### config.mk
export PLATFORM = sky130hd
export DESIGN_NAME = scsi_data_fifo
export DESIGN_NICKNAME = d
export VERILOG_FILES = /design/src/rtl/sfifo_pkg.sv /design/src/rtl/sfifo_ctrl.sv /design/src/rtl/sfifo_store.sv /design/src/rtl/sfifo_cmd.sv /design/src/rtl/scsi_data_fifo.sv
export SDC_FILE = /design/constraint.sdc
export NUM_CORES = 1
export LEC_CHECK = 0
export ABC_AREA = 1
export BUFFER_PORTS_ARGS = -buffer_cell sky130_fd_sc_hd__buf_2
export CORE_MARGIN = 2
export CORE_UTILIZATION = 40
export DETAILED_ROUTE_END_ITERATION = 16
export GPL_TIMING_DRIVEN = 0
export SLEW_MARGIN = 20
export SYNTH_ARGS = -nofsm -noshare
export SYNTH_HDL_FRONTEND = slang
export SYNTH_SLANG_ARGS = --single-unit
### constraint.sdc
create_clock -name clk -period 2.3 [get_ports clk]
set_input_delay 0.345 -clock clk [delete_from_list [all_inputs] [get_ports clk]]
set_output_delay 0.345 -clock clk [all_outputs]
set_load 0.01 [all_outputs]
### src/rtl/sfifo_pkg.sv
`timescale 1ns/1ps
package sfifo_pkg;
  localparam int unsigned BYTE_W = 8;
  localparam int unsigned RSP_BYTES = 2;
  typedef logic [BYTE_W-1:0] byte_t;

  // Data-out phase: the phase field is all zero.
  function automatic logic phase_is_out(input logic [1:0] ph);
    return ph == 2'b00;
  endfunction
endpackage

### src/rtl/sfifo_ctrl.sv
`timescale 1ns/1ps
module sfifo_ctrl #(
  parameter int DEPTH = 16,
  localparam int AW = $clog2(DEPTH),
  localparam int CW = $clog2(DEPTH) + 1
) (
  input  logic          clk,
  input  logic          rst,
  input  logic          clr_i,
  input  logic          load2_i,
  input  logic          wr_req_i,
  input  logic          rd_req_i,
  input  logic          hold_rptr_i,
  output logic [AW-1:0] wptr_o,
  output logic [AW-1:0] rptr_o,
  output logic [CW-1:0] count_o,
  output logic          push_ok_o,
  output logic          pop_ok_o,
  output logic          overrun_o,
  output logic          irq_o
);
  localparam logic [CW-1:0] LIMIT = CW'(DEPTH - 1);

  logic          at_limit;
  logic          pop_adv;
  logic [CW-1:0] cnt_nx;
  logic [AW-1:0] wp_nx;
  logic [AW-1:0] rp_nx;

  function automatic logic [AW-1:0] bump(input logic [AW-1:0] p);
    return (p == AW'(DEPTH - 1)) ? '0 : p + AW'(1);
  endfunction

  assign at_limit  = (count_o == LIMIT);
  assign push_ok_o = wr_req_i && !at_limit;
  assign pop_ok_o  = rd_req_i && (count_o != '0);
  assign pop_adv   = pop_ok_o && !hold_rptr_i;

  always_comb begin
    cnt_nx = count_o;
    if (push_ok_o) cnt_nx = cnt_nx + CW'(1);
    if (pop_ok_o)  cnt_nx = cnt_nx - CW'(1);
    wp_nx = push_ok_o ? bump(wptr_o) : wptr_o;
    rp_nx = pop_adv ? bump(rptr_o) : rptr_o;
    // rewind on drain
    if (cnt_nx == '0) begin
      wp_nx = '0;
      rp_nx = '0;
    end
  end

  always_ff @(posedge clk) begin
    if (rst || clr_i) begin
      count_o   <= '0;
      wptr_o    <= '0;
      rptr_o    <= '0;
      overrun_o <= 1'b0;
      irq_o     <= 1'b0;
    end else if (load2_i) begin
      count_o   <= CW'(sfifo_pkg::RSP_BYTES);
      wptr_o    <= AW'(sfifo_pkg::RSP_BYTES);
      rptr_o    <= '0;
      overrun_o <= 1'b0;
      irq_o     <= 1'b0;
    end else begin
      count_o   <= cnt_nx;
      wptr_o    <= wp_nx;
      rptr_o    <= rp_nx;
      overrun_o <= wr_req_i && at_limit;
      irq_o     <= pop_ok_o;
    end
  end
endmodule

### src/rtl/sfifo_store.sv
`timescale 1ns/1ps
module sfifo_store
  import sfifo_pkg::*;
#(
  parameter int DEPTH = 16,
  localparam int AW = $clog2(DEPTH)
) (
  input  logic          clk,
  input  logic          rst,
  input  logic          we_i,
  input  logic [AW-1:0] waddr_i,
  input  byte_t         wdata_i,
  input  logic          load2_i,
  input  byte_t         status_i,
  input  logic          re_i,
  input  logic [AW-1:0] raddr_i,
  input  logic          zero_i,
  output byte_t         rdata_o
);
  byte_t [DEPTH-1:0] cells;

  for (genvar e = 0; e < DEPTH; e++) begin : g_cell
    byte_t q;
    logic  hit;
    assign hit = we_i && (waddr_i == AW'(e));
    if (e == 0) begin : g_status
      always_ff @(posedge clk) begin
        if (load2_i)  q <= status_i;
        else if (hit) q <= wdata_i;
      end
    end else if (e == 1) begin : g_trail
      always_ff @(posedge clk) begin
        if (load2_i)  q <= '0;
        else if (hit) q <= wdata_i;
      end
    end else begin : g_plain
      always_ff @(posedge clk) begin
        if (hit) q <= wdata_i;
      end
    end
    assign cells[e] = q;
  end

  always_ff @(posedge clk) begin
    if (rst)       rdata_o <= '0;
    else if (re_i) rdata_o <= zero_i ? '0 : cells[raddr_i];
  end
endmodule

### src/rtl/sfifo_cmd.sv
`timescale 1ns/1ps
module sfifo_cmd
  import sfifo_pkg::*;
#(
  parameter int CMD_DEPTH = 16,
  localparam int CAW = $clog2(CMD_DEPTH),
  localparam int CLW = $clog2(CMD_DEPTH + 1)
) (
  input  logic           clk,
  input  logic           rst,
  input  logic           clr_i,
  input  logic           start_i,
  input  logic           stop_i,
  input  logic           wr_i,
  input  byte_t          wdata_i,
  input  logic [CAW-1:0] raddr_i,
  output logic           mode_o,
  output logic [CLW-1:0] len_o,
  output byte_t          rdata_o
);
  byte_t cbuf_q [CMD_DEPTH];
  logic  room;
  logic  take;

  assign room = len_o < CLW'(CMD_DEPTH);
  assign take = mode_o && wr_i && room && !clr_i;

  always_ff @(posedge clk) begin
    if (take) cbuf_q[len_o[CAW-1:0]] <= wdata_i;
  end

  always_ff @(posedge clk) begin
    if (rst) rdata_o <= '0;
    else     rdata_o <= cbuf_q[raddr_i];
  end

  always_ff @(posedge clk) begin
    if (rst || clr_i) begin
      mode_o <= 1'b0;
      len_o  <= '0;
    end else begin
      if (stop_i)       mode_o <= 1'b0;
      else if (start_i) mode_o <= 1'b1;
      if (start_i)      len_o <= '0;
      else if (take)    len_o <= len_o + CLW'(1);
    end
  end
endmodule

### src/rtl/scsi_data_fifo.sv
`timescale 1ns/1ps
module scsi_data_fifo
  import sfifo_pkg::*;
#(
  parameter int DEPTH = 16,
  parameter int CMD_DEPTH = 16,
  localparam int AW = $clog2(DEPTH),
  localparam int CW = $clog2(DEPTH) + 1,
  localparam int CAW = $clog2(CMD_DEPTH),
  localparam int CLW = $clog2(CMD_DEPTH + 1)
) (
  input  logic           clk,
  input  logic           rst,
  input  logic           chip_rst_i,
  input  logic           wr_en_i,
  input  logic [7:0]     wr_data_i,
  input  logic           rd_en_i,
  output logic [7:0]     rd_data_o,
  input  logic [1:0]     phase_i,
  input  logic           cmd_start_i,
  input  logic           cmd_stop_i,
  output logic           cmd_mode_o,
  output logic [CLW-1:0] cmd_len_o,
  input  logic [CAW-1:0] cmd_rd_addr_i,
  output logic [7:0]     cmd_rd_data_o,
  input  logic           rsp_load_i,
  input  logic [7:0]     rsp_status_i,
  output logic [7:0]     flags_o,
  output logic [CW-1:0]  count_o,
  output logic           overrun_o,
  output logic           irq_o
);
  logic          xfer_en;
  logic          load_en;
  logic          wr_req;
  logic          rd_req;
  logic          out_phase;
  logic [AW-1:0] wptr;
  logic [AW-1:0] rptr;
  logic          push_ok;
  logic          pop_ok;

  // priority: chip reset, then response load, then host traffic
  assign load_en   = rsp_load_i && !chip_rst_i;
  assign xfer_en   = !chip_rst_i && !rsp_load_i;
  assign wr_req    = wr_en_i && !cmd_mode_o && xfer_en;
  assign rd_req    = rd_en_i && xfer_en;
  assign out_phase = phase_is_out(phase_i);

  sfifo_ctrl #(.DEPTH(DEPTH)) u_ctrl (
    .clk         (clk),
    .rst         (rst),
    .clr_i       (chip_rst_i),
    .load2_i     (load_en),
    .wr_req_i    (wr_req),
    .rd_req_i    (rd_req),
    .hold_rptr_i (out_phase),
    .wptr_o      (wptr),
    .rptr_o      (rptr),
    .count_o     (count_o),
    .push_ok_o   (push_ok),
    .pop_ok_o    (pop_ok),
    .overrun_o   (overrun_o),
    .irq_o       (irq_o)
  );

  sfifo_store #(.DEPTH(DEPTH)) u_store (
    .clk      (clk),
    .rst      (rst),
    .we_i     (push_ok),
    .waddr_i  (wptr),
    .wdata_i  (wr_data_i),
    .load2_i  (load_en),
    .status_i (rsp_status_i),
    .re_i     (pop_ok),
    .raddr_i  (rptr),
    .zero_i   (out_phase),
    .rdata_o  (rd_data_o)
  );

  sfifo_cmd #(.CMD_DEPTH(CMD_DEPTH)) u_cmd (
    .clk     (clk),
    .rst     (rst),
    .clr_i   (chip_rst_i),
    .start_i (cmd_start_i),
    .stop_i  (cmd_stop_i),
    .wr_i    (wr_en_i),
    .wdata_i (wr_data_i),
    .raddr_i (cmd_rd_addr_i),
    .mode_o  (cmd_mode_o),
    .len_o   (cmd_len_o),
    .rdata_o (cmd_rd_data_o)
  );

  assign flags_o = {{(BYTE_W - CW){1'b0}}, count_o};
endmodule

**After elaboration in Yosys (flattened, before gate mapping)**

Memories as Yosys holds them, arrays and structs flattened. A register that Yosys moved wholly into a read port is not among the register bits.
Index checks and enable logic that the tools add are counted.

- Flip-flop bits (word level): 157
- Latch bits: 0
- Memory bits (writable): 128
- Memory bits (read-only): 0
- Bits of input ports: 30
- Output and inout bits: 37
- Logic and storage cells: 110
- Memories kept: 1

Memories:

| memory | depth | bits a word | read ports | clocked after memory_dff | wr ports | RTL line | RTL |
|---|---|---|---|---|---|---|---|
| u_cmd.cbuf_q | 16 | 8 | 1 | 1 | 1 | sfifo_cmd.sv:21 | `byte_t cbuf_q [CMD_DEPTH];` |

- Add/sub/neg operators: 5
- $mul: 0
- Div/mod/pow operators: 0
- Order comparisons: 2
- Equal/unequal tests: 17
- Shifts and indexed selects: 0
- Mux-type cells: 15
- Bitwise gates (word level): 0
- Reductions and logical operators: 44

Operators by type and width:

| kind | count |
|---|---|
| 4-bit == test, second input constant | 9 |
| 8-bit binary-select mux with 4-bit select | 1 |
| 8-bit 2-to-1 mux | 4 |
| 1-bit logical AND | 28 |
| 4-bit by 3-bit == test with 1-bit output, second input constant | 4 |
| 5-bit by 1-bit adder with 5-bit output, second input constant | 2 |
| 5-bit 2-to-1 mux | 2 |
| 4-bit by 1-bit adder with 4-bit output, second input constant | 2 |
| 4-bit by 2-bit == test with 1-bit output, second input constant | 2 |
| 2-bit 2-to-1 mux | 4 |
| 4-bit 2-to-1 mux | 2 |
| 2-bit OR reduction | 3 |
| 5-bit by 4-bit == test with 1-bit output, second input constant | 1 |
| 1-bit logical NOT | 5 |
| 5-bit logical NOT | 1 |
| 4-bit by 5-bit < comparator with 1-bit output, second input constant | 1 |
| 5-bit < comparator, second input constant | 1 |
| 5-bit nonzero test | 1 |
| 5-bit by 1-bit subtractor with 5-bit output, second input constant | 1 |
| 4-bit by 1-bit == test with 1-bit output, second input constant | 1 |
| 4-bit logical NOT | 1 |
| 3-bit nonzero test | 1 |
| 3-bit OR reduction | 1 |
| 2-bit logical NOT | 1 |
| 3 further kinds | 4 |

**Longest topological paths before layout**

- Word-level depth: 10
- Depth in mapped cells: 21
- Depth with buffers taken out: 20

**Hierarchy**

From an unflattened synthesis, not the netlist that was laid out.

- Cell total of the unflattened synthesis: 1,364
- Area, all modules: 13,061.3 µm²

By module, submodules not included:

| module | instances | cells an instance | area an instance (µm²) | seq. area each (µm²) |
|---|---|---|---|---|
| sfifo_store | 1 | 633 | 6,004.5 | 3,923.8 |
| sfifo_cmd | 1 | 574 | 5,990.7 | 4,124.0 |
| sfifo_ctrl | 1 | 138 | 964.7 | 300.3 |
| scsi_data_fifo | 1 | 19 | 101.3 | 0.0 |

**Worst setup path before layout**

OpenSTA, ideal clock, no wires.

- Kind: register to register
- Start: reg u_ctrl.count_o[1]
- End: reg u_ctrl.rptr_o[0]
- Setup time: 66 ps
- Data arrival time: 2,457 ps
- Data required time: 2,234 ps
- Setup slack: -224 ps
- Stages on the path, launching flop included: 20
- Buffers on the path: 1
- Period minus slack after synthesis: 2,524 ps
- Path through: dfxtp_1 > ha_1 > inv_1 > nor3_1 > ha_1 > inv_2 > nand3_2 > buf_6 > nand2_2 > nand2_2 > inv_1 > ha_1 > or2_1 > nand2_2 > nor2_1 > nand2_1 > nor2_2 > nand2_2 > nand2_4 > a21oi_2

- Word-level cells in the longest chain between the ends: 8
- Elaborated cells on any way between the ends: 12
- Classes of those cells: add/sub: 2; eq/ne: 1; mux: 2; reduce/logical: 7

RTL lines:

| item | RTL line | RTL |
|---|---|---|
| from (decl) | sfifo_ctrl.sv:16 | `output logic [CW-1:0] count_o,` |
| from (signal assigned) | sfifo_ctrl.sv:60 | `count_o <= CW'(sfifo_pkg::RSP_BYTES);` |
| from (signal assigned) | sfifo_ctrl.sv:66 | `count_o <= cnt_nx;` |
| parallel branches: the longest is 8 deep, another holds 5-bit by 1-bit adder with 5-bit output | - |  |
| to (signal assigned) | sfifo_ctrl.sv:68 | `rptr_o <= rp_nx;` |
| to (decl) | sfifo_ctrl.sv:15 | `output logic [AW-1:0] rptr_o,` |

Parallel ways; which one is timed is not known.
A chain may end at the register's enable or synchronous reset.

**Worst setup path after layout**

- Start: reg u_ctrl.count_o[0]
- End: reg u_ctrl.rptr_o[3]

The elaborated chain is that of the path after synthesis.

==> out/metrics.yaml <==
outcome:
  status: "finished with violations"
  violations: "negative setup slack"
cts:
  clock_sinks: 293
  htreeDepth: 1
  cts_tree: "done"
  numCtsBuffers: 29
  clk_latency_ns: 0.55
  clk_pin_slew_ns: 0.06
  clock_path_buffers: 3
  cts_root_buffer: "clkbuf_16"
grt:
  grt_pass1_wl_um: 48800
  grt_pass1_vias: 8118
  antenna_found_initial: 0
  overflow: 0
  grt_max_degree: 33
  track_usage: 0.206
synthesis:
  syn-cell-area_um2: 12200
  synth_area_leaders: "edfxtp_1, dfxtp_1, o21ai_0"
  yosys_warnings: 0
  synth_most_common_cell: "edfxtp_1"
  synth_edf_count: 248
  synth_ff_type: "edfxtp_1"
  synthTopCellsByCount: "edfxtp_1, nor2_1, o21ai_0"
  ys_types: 39
  async_flop_share: 0
  yosysTopAreaCell: "edfxtp_1"
  avgSynthCellArea_um2: 11.5
  yosysTopAreaCellShare: 0.612
  synth-seq-cells: 293
  synthCells: 1058
  synth_seq_area_share: 0.686
placed_design:
  routabilityCongestion: 0.904
  io_buffers: 60
  hpwl_um: 20800
  dp_slack_ns: -0.343
detailed_routing:
  wl_um: 32600
  drt-vias-per-instance: 5.43
  dr.pass1.iters: 6
  num_vias: 8573
  drt_iter0_drc: 971
  ant_nets: 0
  wl_per_cell_um: 20.7
  drcViolationCount: 0
floorplanning:
  start_util: 0.408
  ios: 67
  coreArea_um2: 29800
  rows: 63
  die_area_um2: 31800
  die_height_um: 178
  die_x_um: 178
timing:
  hold_viol_final: 0
  drv_slew: 0
  rsz0062_at_grt: "yes"
  worst_pin_slew_ns: 0.820
  fin_worst_skew_ns: 0.0136
  fmaxAchievable_ghz: 0.410
  period_share: 1.06
  setup_viol: 9
  layout_min_cycle_time_ns: 2.44
  slew_headroom: 0.451
  setup_slack_ns: -0.138
critical_path:
  cp.arrival_ns: 2.87
  path_max_fanout: 7
  end_kind: "register"
  critical_path_class: "reg -> reg"
  cp.required_ns: 2.73
  critPathLaunchType: "register"
power_and_ir_drop:
  finalPower_mw: 10.8
  irDropWorstVdd_v: 0.000520
  p_leak_nw: 4.86
  power-per-cell-area_nw_per_um2: 760
final_layout:
  multiInputGateArea_um2: 3410
  antenna_cells: 0
  drive_above_1_share: 0.183
  synthToLayoutAreaGrowth_pct: 16.7
  num-fill-cells: 2707
  final_nets: 1212
  regArea_um2: 8360
flow_run:
  cap_violations: 0
hold_path:
  min_path_type: "in -> reg"
[cells in the final DEF, fill, tap and decap left out, drive strengths merged, types with 34 or more instances in the layout]
cell type	netlist	layout
inv	57	58
nand2	100	100
a21oi	43	43
edfxtp	248	248
o211ai	34	34
dfxtp	45	45
buf	23	99
o21ai	178	178
nor2	203	203
clkbuf	40	77
[critical path, cell delays in order (launching register included)]
cell     delay, ns
dfxtp_4       0.36
ha_4          0.13
inv_2         0.04
nor3_4        0.12
ha_2          0.22
inv_4         0.05
nand3_4       0.09
buf_6         0.11
nand2_2       0.04
nand2_2       0.08
inv_2         0.05
ha_4          0.25
or2_1         0.11
nand2_2       0.07
nor2_2        0.12
nand2_1       0.07
nor2_2        0.11
nand2_2       0.08
nand2_4       0.15
a21oi_2       0.04
[final cells by class]
type                    count  share of cell area
clock inverters            15             0.00855
well taps                 390              0.0344
inverters                  60              0.0163
clock buffers              36              0.0530
plain buffers              65              0.0255
flip-flops and latches    293               0.589
multi-input cells         642               0.241
repair buffers             78              0.0323
[repair_timing]
item,CTS,global route
endpoints found under the hold margin,1,0
pin swaps,13,11
gates cloned,0,0
buffers inserted,11,6
gates resized for setup,27,34
setup endpoints to repair,122,120
hold buffers,1,0
[sequential cells by signal (all words and copies together) (netlist names), 4 cells and up]
name              flops
u_cmd.cbuf_q        128
u_cmd.rdata_o         8
u_ctrl.wptr_o         4
u_store.g_cell.q    128
u_ctrl.rptr_o         4
u_ctrl.count_o        5
u_store.rdata_o       8
u_cmd.len_o           5
[cells by family (layout without fill, tap and decap cells)]
family | Yosys count | in the layout | share of synthesized area
adders and majority gates | 13 | 13 | 0.0134
xor gates and xnor gates | 3 | 3 | 0.00216
AOI/OAI and AO/OA | 287 | 287 | 0.136
and+or+nand+nor | 336 | 336 | 0.114
buffers and inverters | 125 | 254 | 0.0476
DFF | 293 | 293 | 0.686
other | 1 | 3 | 0.000308
[power breakdown]
part	switching, mW	leakage (nW)	total (mW)	internal, mW
sequential	0.0115	2.60	5.79	5.78
combinational	0.389	1.82	0.542	0.153
clock	1.93	0.431	4.46	2.52
[metal layers]
metal	wire, um	global-route usage	vias up	part of all wire
li1	-	-	3987	-
met1	14600	0.311	4147	0.45
met2	14300	0.308	381	0.44
met3	2910	0.0281	58	0.089
met4	830	0.0661	0	0.025
met5	0	0	-	0
[final timing paths]
| kind | cells after the start | startpoint | slack [ns] | endpoint |
|---|---|---|---|---|
| setup / recovery | 19 | u_ctrl.count_o[0] | -0.14 | u_ctrl.rptr_o[3] |
| hold / removal | 3 | cmd_start_i | 0.06 | u_cmd.mode_o |
| setup reg to reg | 19 | u_ctrl.count_o[0] | -0.14 | u_ctrl.rptr_o[3] |
| hold reg to reg | 2 | u_store.g_cell[1].q[5] | 0.45 | u_store.g_cell[1].q[5] |
[per-stage QoR]
| stage | utilization | area (um^2) | instances | hold WS, ns | TNS (ns) |
|---|---|---|---|---|---|
| CTS | 0.471 | 14000 | 1573 | 0.0553 | -2.81 |
| detailed placement | 0.436 | 13000 | 1510 | 0.447 | -22.80 |
| floorplan | - | 12200 | 1060 | 0.417 | 0 |
| global route | 0.476 | 14200 | 1579 | 0.0747 | -2.28 |
| finish | 0.476 | 14200 | 1579 | 0.0602 | -1.07 |
| global placement | 0.436 | 13000 | 1510 | 0.441 | -16.22 |
No activity file was read; power rests on OpenSTA's default activity.
